<file path="config.mk">
export PLATFORM = sky130hd
export DESIGN_NAME = port_ctl_reg
export DESIGN_NICKNAME = d
export VERILOG_FILES = /design/src/rtl/port_ctl_pkg.sv /design/src/rtl/port_ctl_decode.sv /design/src/rtl/port_ctl_modes.sv /design/src/rtl/port_ctl_seq.sv /design/src/rtl/port_ctl_reg.sv
export SDC_FILE = /design/constraint.sdc
export NUM_CORES = 1
export LEC_CHECK = 0
export ABC_CLOCK_PERIOD_IN_PS = 1700
export BUFFER_PORTS_ARGS = -buffer_cell sky130_fd_sc_hd__buf_2
export CORE_UTILIZATION = 34
export CTS_CLUSTER_DIAMETER = 120
export CTS_CLUSTER_SIZE = 14
export DETAILED_ROUTE_END_ITERATION = 6
export GPL_TIMING_DRIVEN = 1
export PLACE_DENSITY = 0.9
export SYNTH_ARGS = -nofsm -noshare
export SYNTH_HDL_FRONTEND = slang
export SYNTH_SLANG_ARGS = --single-unit
</file>
<file path="constraint.sdc">
create_clock -name clk -period 1.7 [get_ports clk]
set_input_delay 0.255 -clock clk [delete_from_list [all_inputs] [get_ports clk]]
set_output_delay 0.255 -clock clk [all_outputs]
set_load 0.03 [all_outputs]
</file>
<file path="src/rtl/port_ctl_pkg.sv">
// Shared constants for the port control register: bit positions and masks.
// Assumes a 32-bit register with ready in the top bit.
package port_ctl_pkg;
    localparam int DATA_W   = 32;
    localparam int ADDR_W   = 4;

    localparam int B_PRST   = 0;
    localparam int B_DRST   = 1;
    localparam int B_INIT   = 2;
    localparam int B_WOC    = 3;
    localparam int B_PKT16  = 5;
    localparam int B_RESUME = 6;
    localparam int B_ACT32  = 10;
    localparam int B_PMEN   = 13;
    localparam int B_RDY    = DATA_W - 1;

    localparam logic [ADDR_W-1:0] OFS_SET = 4'h0;
    localparam logic [ADDR_W-1:0] OFS_CLR = 4'h4;

    localparam logic [DATA_W-1:0] MODE_MASK =
        (32'd1 << B_WOC) | (32'd1 << B_PKT16) | (32'd1 << B_RESUME) |
        (32'd1 << B_ACT32) | (32'd1 << B_PMEN);
endpackage

</file>
<file path="src/rtl/port_ctl_decode.sv">
// Address decode: turns a bus access into set, clear and read-select strobes.
// Assumes single-cycle writes and a combinational read path.
module port_ctl_decode
    import port_ctl_pkg::*;
(
    input  logic [ADDR_W-1:0] addr,
    input  logic              wr,
    output logic              set_stb,
    output logic              clr_stb,
    output logic              rd_sel
);
    // Strobe generation from the access offset.
    always_comb begin
        rd_sel  = (addr == OFS_SET);
        set_stb = wr && (addr == OFS_SET);
        clr_stb = wr && (addr == OFS_CLR);
    end
endmodule

</file>
<file path="src/rtl/port_ctl_modes.sv">
// Mode-bit storage: holds the plain mode bits, updated by the set and clear strobes.
// Assumes set and clear never strobe together (distinct offsets).
module port_ctl_modes
    import port_ctl_pkg::*;
(
    input  logic              clk,
    input  logic              rst_n,
    input  logic              set_stb,
    input  logic              clr_stb,
    input  logic [DATA_W-1:0] wdata,
    output logic [DATA_W-1:0] mode_q
);
    logic [DATA_W-1:0] wsel;

    // Only the mode positions are writable here.
    always_comb wsel = wdata & MODE_MASK;

    // Set and clear update of the mode vector.
    always_ff @(posedge clk) begin
        if (!rst_n)       mode_q <= '0;
        else if (set_stb) mode_q <= mode_q | wsel;
        else if (clr_stb) mode_q <= mode_q & ~wsel;
    end

    // every written mode bit reads 1 afterwards
    a_r2_mode_set: assert property (@(posedge clk) disable iff (!rst_n)
        set_stb |=> ((mode_q & $past(wsel)) == $past(wsel)));
    // every cleared mode bit reads 0 afterwards
    a_r3_mode_clr: assert property (@(posedge clk) disable iff (!rst_n)
        clr_stb |=> ((mode_q & $past(wsel)) == '0));
endmodule

</file>
<file path="src/rtl/port_ctl_seq.sv">
// Command sequencer: port reset, device reset and initialize bits, plus the ready flag.
// Assumes done pulses are single-cycle; port reset is cleared only by software.
module port_ctl_seq
    import port_ctl_pkg::*;
(
    input  logic       clk,
    input  logic       rst_n,
    input  logic       set_stb,
    input  logic       clr_stb,
    input  logic [2:0] wcmd,
    input  logic       dev_rst_done,
    input  logic       init_done,
    output logic       prst_q,
    output logic       drst_q,
    output logic       init_q,
    output logic       rdy_q
);
    logic start;
    logic finishing;
    logic remaining;

    // Classify the cycle: command start, op completion, ops still pending.
    always_comb begin
        start     = set_stb && (wcmd != 3'b000);
        finishing = (drst_q && dev_rst_done) || (init_q && init_done);
        remaining = (drst_q && !dev_rst_done) || (init_q && !init_done);
    end

    // Port reset: set by software, cleared only by software.
    always_ff @(posedge clk) begin
        if (!rst_n)                        prst_q <= 1'b1;
        else if (set_stb && wcmd[B_PRST])  prst_q <= 1'b1;
        else if (clr_stb && wcmd[B_PRST])  prst_q <= 1'b0;
    end

    // Device reset: set by software, cleared by its completion pulse.
    always_ff @(posedge clk) begin
        if (!rst_n)                        drst_q <= 1'b0;
        else if (set_stb && wcmd[B_DRST])  drst_q <= 1'b1;
        else if (dev_rst_done)             drst_q <= 1'b0;
    end

    // Initialize: set by software, cleared by its completion pulse.
    always_ff @(posedge clk) begin
        if (!rst_n)                        init_q <= 1'b0;
        else if (set_stb && wcmd[B_INIT])  init_q <= 1'b1;
        else if (init_done)                init_q <= 1'b0;
    end

    // Ready: drops on any start, rises when the last op completes outside port reset.
    always_ff @(posedge clk) begin
        if (!rst_n)                                     rdy_q <= 1'b0;
        else if (start)                                 rdy_q <= 1'b0;
        else if (finishing && !remaining && !prst_q)    rdy_q <= 1'b1;
    end

    // never ready while port reset is held
    a_r5_no_rdy_in_prst: assert property (@(posedge clk) disable iff (!rst_n)
        prst_q |-> !rdy_q);
    // port reset survives any cycle without a clear write of bit 0
    a_r5_prst_hold: assert property (@(posedge clk) disable iff (!rst_n)
        (prst_q && !(clr_stb && wcmd[B_PRST])) |=> prst_q);
    // device reset clears after its completion unless restarted
    a_r6_drst_self_clr: assert property (@(posedge clk) disable iff (!rst_n)
        (drst_q && dev_rst_done && !(set_stb && wcmd[B_DRST])) |=> !drst_q);
    // initialize clears after its completion unless restarted
    a_r7_init_self_clr: assert property (@(posedge clk) disable iff (!rst_n)
        (init_q && init_done && !(set_stb && wcmd[B_INIT])) |=> !init_q);
    // a command start removes ready
    a_r8_rdy_drop: assert property (@(posedge clk) disable iff (!rst_n)
        start |=> !rdy_q);
    // ready only rises with no command still pending
    a_r9_rdy_rise_idle: assert property (@(posedge clk) disable iff (!rst_n)
        $rose(rdy_q) |-> (!drst_q && !init_q && !prst_q));
    // a restart coinciding with completion keeps the command pending
    a_r10_restart: assert property (@(posedge clk) disable iff (!rst_n)
        (set_stb && wcmd[B_DRST] && dev_rst_done) |=> (drst_q && !rdy_q));
endmodule

</file>
<file path="src/rtl/port_ctl_reg.sv">
// Port control register top: set/clear write offsets, status read, command
// sequencing and mode outputs. Assumes one access per cycle on the register bus.
module port_ctl_reg
    import port_ctl_pkg::*;
(
    input  logic              clk,
    input  logic              rst_n,
    input  logic [ADDR_W-1:0] reg_addr,
    input  logic              reg_wr,
    input  logic [DATA_W-1:0] reg_wdata,
    output logic [DATA_W-1:0] reg_rdata,
    input  logic              dev_rst_done,
    input  logic              init_done,
    output logic              port_rst_o,
    output logic              dev_rst_req_o,
    output logic              init_req_o,
    output logic              woc_mode_o,
    output logic              pkt16_o,
    output logic              resume_o,
    output logic              act32_o,
    output logic              pmul_en_o,
    output logic              ready_o
);
    logic              set_stb, clr_stb, rd_sel;
    logic [DATA_W-1:0] mode_q;
    logic              prst_q, drst_q, init_q, rdy_q;
    logic [DATA_W-1:0] status;

    port_ctl_decode u_dec (
        .addr    (reg_addr),
        .wr      (reg_wr),
        .set_stb (set_stb),
        .clr_stb (clr_stb),
        .rd_sel  (rd_sel)
    );

    port_ctl_modes u_modes (
        .clk     (clk),
        .rst_n   (rst_n),
        .set_stb (set_stb),
        .clr_stb (clr_stb),
        .wdata   (reg_wdata),
        .mode_q  (mode_q)
    );

    port_ctl_seq u_seq (
        .clk          (clk),
        .rst_n        (rst_n),
        .set_stb      (set_stb),
        .clr_stb      (clr_stb),
        .wcmd         (reg_wdata[2:0]),
        .dev_rst_done (dev_rst_done),
        .init_done    (init_done),
        .prst_q       (prst_q),
        .drst_q       (drst_q),
        .init_q       (init_q),
        .rdy_q        (rdy_q)
    );

    // Assemble the status view of the register.
    always_comb begin
        status         = mode_q;
        status[B_PRST] = prst_q;
        status[B_DRST] = drst_q;
        status[B_INIT] = init_q;
        status[B_RDY]  = rdy_q;
    end

    // Read mux: status at the set offset, zero elsewhere.
    always_comb reg_rdata = rd_sel ? status : '0;

    // Drive the control levels to neighbouring units.
    always_comb begin
        port_rst_o    = prst_q;
        dev_rst_req_o = drst_q;
        init_req_o    = init_q;
        woc_mode_o    = mode_q[B_WOC];
        pkt16_o       = mode_q[B_PKT16];
        resume_o      = mode_q[B_RESUME];
        act32_o       = mode_q[B_ACT32];
        pmul_en_o     = mode_q[B_PMEN];
        ready_o       = rdy_q;
    end

    // other offsets always read zero
    a_r4_other_zero: assert property (@(posedge clk) disable iff (!rst_n)
        (reg_addr != OFS_SET) |-> (reg_rdata == '0));
    // the write-one-to-clear output holds between writes
    a_r11_woc_stable: assert property (@(posedge clk) disable iff (!rst_n)
        !$past(reg_wr) |-> $stable(woc_mode_o));
endmodule

</file>
==> impl_metrics.tcl, run 1 <==
set metrics [dict create \
    status "complete, no violations" \
    grt_overflow_total 0 \
    antennaDiodeCount 0 \
    slowest_stage "nor4_4" \
    seq_area_frac_synth_pct 27.5 \
    drive_gt1_share_pct 37.5 \
    pin_count 82 \
    grt_pass1_vias 439 \
    p_per_area_mw_per_mm2 623 \
    core_mm2 0.00176 \
    ys_ff_latch 9 \
    synthDistinctLibCells 21 \
    viasPerCell 4.00 \
    yosys_warnings 0 \
    cp_common_cell "buf_2" \
    slowest_delay_ps 460 \
    initial_core_util_pct 37.2 \
    path_buf_inv 2 \
    drc 0 \
    cp-end-kind "primary output" \
    yosysMostFrequentCell "buf_4" \
    dpl.hpwl_mm 1.06 \
    hold_violations 0 \
    grt_start_max_net_pins 11 \
    drtIter0Drc 3 \
    path_cells "buf_2, nor4_4, and2_1, buf_2" \
    worstSetupPathType "input port to primary output" \
    path_clk_slew_ps 60 \
    max_freq_mhz 674 \
    clock_skew_ps 0.0811 \
    fp.dieH_um 45.9 \
    h-tree-depth 1 \
    cts_resized 0 \
    postSynthAreaPerCell_um2 8.63 \
    ys_top_cells_by_area "dfxtp_1, buf_4, and2_1" \
    design_area_um2 790 \
    arrival_ps 1230 \
    drv_slew 0 \
    synth.top_cell.area_share_pct 27.5 \
    worst_slack_ps 216 \
    total_power_mw 0.492 \
    fin_crit_sh_pct 87.3 \
    synth_top_flop_cell "dfxtp_1" \
    gp_congestion 0.667 \
    cts.path.max_buffers 2 \
    synth_edf_count 0 \
    ir_worst_vdd_mv 0.320 \
    yosysTopAreaCell "dfxtp_1" \
    cp-start-kind "input port" \
    dp.cells 133 \
    cts_tree "yes" \
    hold_class "input port to flop" \
    die_area_mm2 0.00211 \
    antenna_found_initial 0 \
    cts.sinks 9 \
    grt_pass1_wl_mm 1.79 \
    critPathMaxFanout 9 \
    timing.hold.ws_ps 273 \
    port_buffers 34 \
    stdcell_count 137 \
    wire_per_inst_um 9.08 \
    wirelength_mm 1.24 \
    period_minus_slack_ps 1480 \
    dpl_cell_area_um2 763 \
    rsz0062_at_grt "false" \
    r2r_slack_ps 680 \
    vias 548 \
    numCtsBuffers 3 \
    cts-root-buf "clkbuf_4" \
    power.leakage_nw 0.446 \
    clk_latency_ps 250 \
    rows 15 \
    required_ps 1440 \
    finalSetupTns_ps 0 \
    fin_nets 154 \
    fill_cells 192 \
    setup_viol 0 \
    grtUsageTotal_pct 11.9 \
    crit_family "simple AND/OR/NAND/NOR gates" \
    pre_cts_ws_ps 190 \
    syn_to_final_growth_pct 20.4 \
    synth.cell_area_um2 656 \
    holdBufCountCts 0 \
    dr.pass1.iters 3 \
    cts_setup_buffers 0 \
    postLayoutCoreUtil_pct 44.8 \
    postSynth.asyncResetShare_pct 0 \
    max_cap_viol_count 0 \
    ys_top_cells_by_count "buf_4, nand2_1, and2_1, dfxtp_1, mux2i_1" \
    postRouteAntennaNets 0 \
    syn_inst 76 \
    die_w_um 45.9 \
]
## final cells by class
type | count | area, um^2 | area share (%)
flip-flops and latches | 9 | 180 | 22.8
well taps | 25 | 31.3 | 3.96
repair buffers | 34 | 170 | 21.6
clock buffers | 4 | 26.3 | 3.33
multi-input cells | 65 | 382 | 48.3
## worst paths after layout
kind / start / end / cells past startpoint
setup / recovery: reg_addr[1] / reg_rdata[3] / 4
hold / removal: reg_wdata[10] / flop / 3
setup reg to reg: u_seq.drst_q$_SDFFE_PN0P_ / u_seq.rdy_q$_SDFFE_PP0P_ / 3
hold reg to reg: flop / flop / 2
## kinds of logic (layout without fill, tap and decap cells)
family,after synthesis,count (layout),share of synthesized area (%)
other,1,23,0.572
buffers and inverters,24,38,26.9
AND/OR/NAND/NOR,30,30,29.4
multiplexers,5,5,7.63
flip-flops,9,9,27.5
AO/OA/AOI/OAI,7,7,8.01
## cells in the final DEF (no fill, tap or decap), types with 2 or more instances in the layout
cell type and count:
clkbuf_4 3, nand2_1 10, nand3_1 2, buf_2 34
mux2i_1 5, and2_1 9, conb_1 23, a21boi_0 2
nand2b_1 3, dfxtp_1 9
## per-layer routing
metal  wire, um  GRT usage [%]  part of all wire (%)
met1        546           14.6                    44
met2        594           20.0                    48
met3        103           4.76                   8.3
met4          0           1.76                     0
met5          0              0                     0
## report_power, final
group          switching (mW)  internal (mW)  total, mW
clock                  0.0652         0.0898      0.155
combinational          0.0976         0.0242      0.122
sequential            0.00150          0.213      0.215
total                   0.164          0.327      0.492
## worst register-to-register path, stage by stage, from the launching register on
cell and delay [ps]:
dfxtp_1 320, o21ba_2 210, a31o_2 230, and3_1 150
(Power assumes the default switching activity.)
==> run 2, diff against run 1 <==
--- a/config.mk
+++ b/config.mk
@@ -11,7 +11,7 @@
 export CTS_CLUSTER_DIAMETER = 120
 export CTS_CLUSTER_SIZE = 14
 export DETAILED_ROUTE_END_ITERATION = 6
-export GPL_TIMING_DRIVEN = 1
+export GPL_TIMING_DRIVEN = 0
 export PLACE_DENSITY = 0.9
 export SYNTH_ARGS = -nofsm -noshare
 export SYNTH_HDL_FRONTEND = slang
==> impl_metrics.tcl, run 2 (synthesis gave the netlist of run 1 again) <==
set metrics [dict create \
    max_cap_viol_count 0 \
    port_buffers 33 \
    syn_to_final_growth_pct 46.6 \
    worstHoldStart "reg_wdata[5]" \
    cp-start-kind "input port" \
    arrival_ps 1230 \
    highest_layer "met3" \
    die_w_um 45.9 \
    r2r_end "u_seq.rdy_q$_SDFFE_PP0P_" \
    cp.depth 4 \
    antenna_found_initial 0 \
    drtIter0Drc 6 \
    cts_tree "yes" \
    power.leakage_nw 0.569 \
    hold_violations 0 \
    pin_count 82 \
    grtUsageTotal_pct 13.6 \
    ir_worst_vdd_mv 0.521 \
    postRouteAntennaNets 0 \
    cts.sinks 9 \
    period_minus_slack_ps 1480 \
    fin_nets 177 \
    setup_viol 0 \
    grt_pass1_wl_mm 2.04 \
    hold-path-cell-count 3 \
    max_freq_mhz 674 \
    cp-end-kind "primary output" \
    gp_congestion 0.667 \
    p_sw_share_pct 32.6 \
    viasPerCell 3.88 \
    h-tree-depth 1 \
    antennaDiodeCount 0 \
    path_cells "buf_2, nor4_4, and2_1, buf_2" \
    path_buf_inv 2 \
    hold_class "input port to flop" \
    critPathMaxFanout 9 \
    clock_skew_ps 0.0869 \
    wl_met2_um 733 \
    r2r_slack_ps 670 \
    path_clk_slew_ps 60 \
    fp.dieH_um 45.9 \
    drv_slew 0 \
    crit_family "simple AND/OR/NAND/NOR gates" \
    drc 0 \
    status "complete, no violations" \
    dpl.hpwl_mm 1.25 \
    fill_cells 192 \
    slowest_delay_ps 450 \
    cp_common_cell "buf_2" \
    p_sw_mw 0.176 \
    grt_overflow_total 0 \
    numCtsBuffers 3 \
    clk_latency_ps 260 \
    combinationalPowerShare_pct 30.5 \
    fin_crit_sh_pct 87.3 \
    cts_resized 0 \
    rsz0062_at_grt "false" \
    seqPwrFrac_pct 39.9 \
    p_clk_share_pct 29.7 \
    final_cell_mix "buf_2, buf_4, conb_1" \
    drive_gt1_share_pct 47.4 \
    grt_pass1_vias 510 \
    worstSetupPathType "input port to primary output" \
    holdBufCountCts 0 \
    reg2reg_from "u_seq.prst_q$_SDFFE_PP1P_" \
    slowest_stage "nor4_4" \
    cts-root-buf "clkbuf_4" \
    rows 15 \
    wl_met3_um 140 \
    rr_worst_depth 3 \
    die_area_mm2 0.00211 \
    p_per_area_mw_per_mm2 561 \
    layout_commonest_cell "buf_2" \
    m1WireLength_um 532 \
    cts.path.max_buffers 2 \
    postLayoutCoreUtil_pct 54.5 \
    wirelength_mm 1.41 \
    required_ps 1440 \
    grt_start_max_net_pins 11 \
    p_int_mw 0.363 \
    core_mm2 0.00176 \
    initial_core_util_pct 37.2 \
    finalSetupTns_ps 0 \
    cts_setup_buffers 0 \
    vias 621 \
    dr.pass1.iters 2 \
    wire_per_inst_um 8.79 \
]
==> run 2: changes by cell type in the layout (fill, tap and decap cells not counted) <==
cell | previous run | this run
buf_2 | 34 | 33
buf_1 | 0 | 1
buf_4 | 0 | 23
==> run 2: worst max-delay path by stage <==
stage | start | to
floorplan | reg_addr[1] | reg_rdata[0]
global placement | reg_addr[1] | reg_rdata[3]
detailed placement | reg_addr[1] | reg_rdata[3]
CTS | reg_addr[1] | reg_rdata[6]
global route | reg_addr[1] | reg_rdata[3]
finish | reg_addr[1] | reg_rdata[6]
==> run 2: final cells by class <==
class / count / area, um^2 / share of cell area (%)
Tap cell: 25 / 31.3 / 3.26
Buffer: 24 / 176 / 18.4
Multi-Input combinational cell: 65 / 382 / 39.7
Sequential cell: 9 / 180 / 18.8
Clock buffer: 4 / 26.3 / 2.73
Timing Repair Buffer: 33 / 165 / 17.2
==> run 2: per-stage QoR <==
stage / instances / setup slack (ps) / hold slack [ps] / cell area, um^2 / total power [mW]
floorplan: 98 / 499 / 413 / 738 / 0.350
global placement: 156 / 185 / 452 / 935 / 0.380
detailed placement: 156 / 174 / 471 / 935 / 0.382
CTS: 160 / 168 / 273 / 961 / 0.540
global route: 160 / 129 / 272 / 961 / 0.572
finish: 160 / 216 / 268 / 961 / 0.539
==> run 2: per-layer routing <==
metal / up-vias / track usage (%)
li1: 324 / -
met1: 261 / 14.8
met2: 36 / 24.5
met3: 0 / 5.95
met4: 0 / 1.76
met5: - / 0
==> run 2: power by group through the flow <==
stage / sequential (mW) / clock [mW] / combinational [mW]
2_1_floorplan: 0.224 / 0 / 0.126
3_3_place_gp: 0.219 / 0 / 0.161
3_5_place_dp: 0.219 / 0 / 0.163
4_1_cts: 0.215 / 0.162 / 0.163
5_1_grt: 0.215 / 0.181 / 0.176
6_report: 0.215 / 0.160 / 0.164
==> run 2: worst min-delay path, stage by stage <==
cell and delay [ps]:
buf_2 90, nand2_1 60, mux2i_1 60
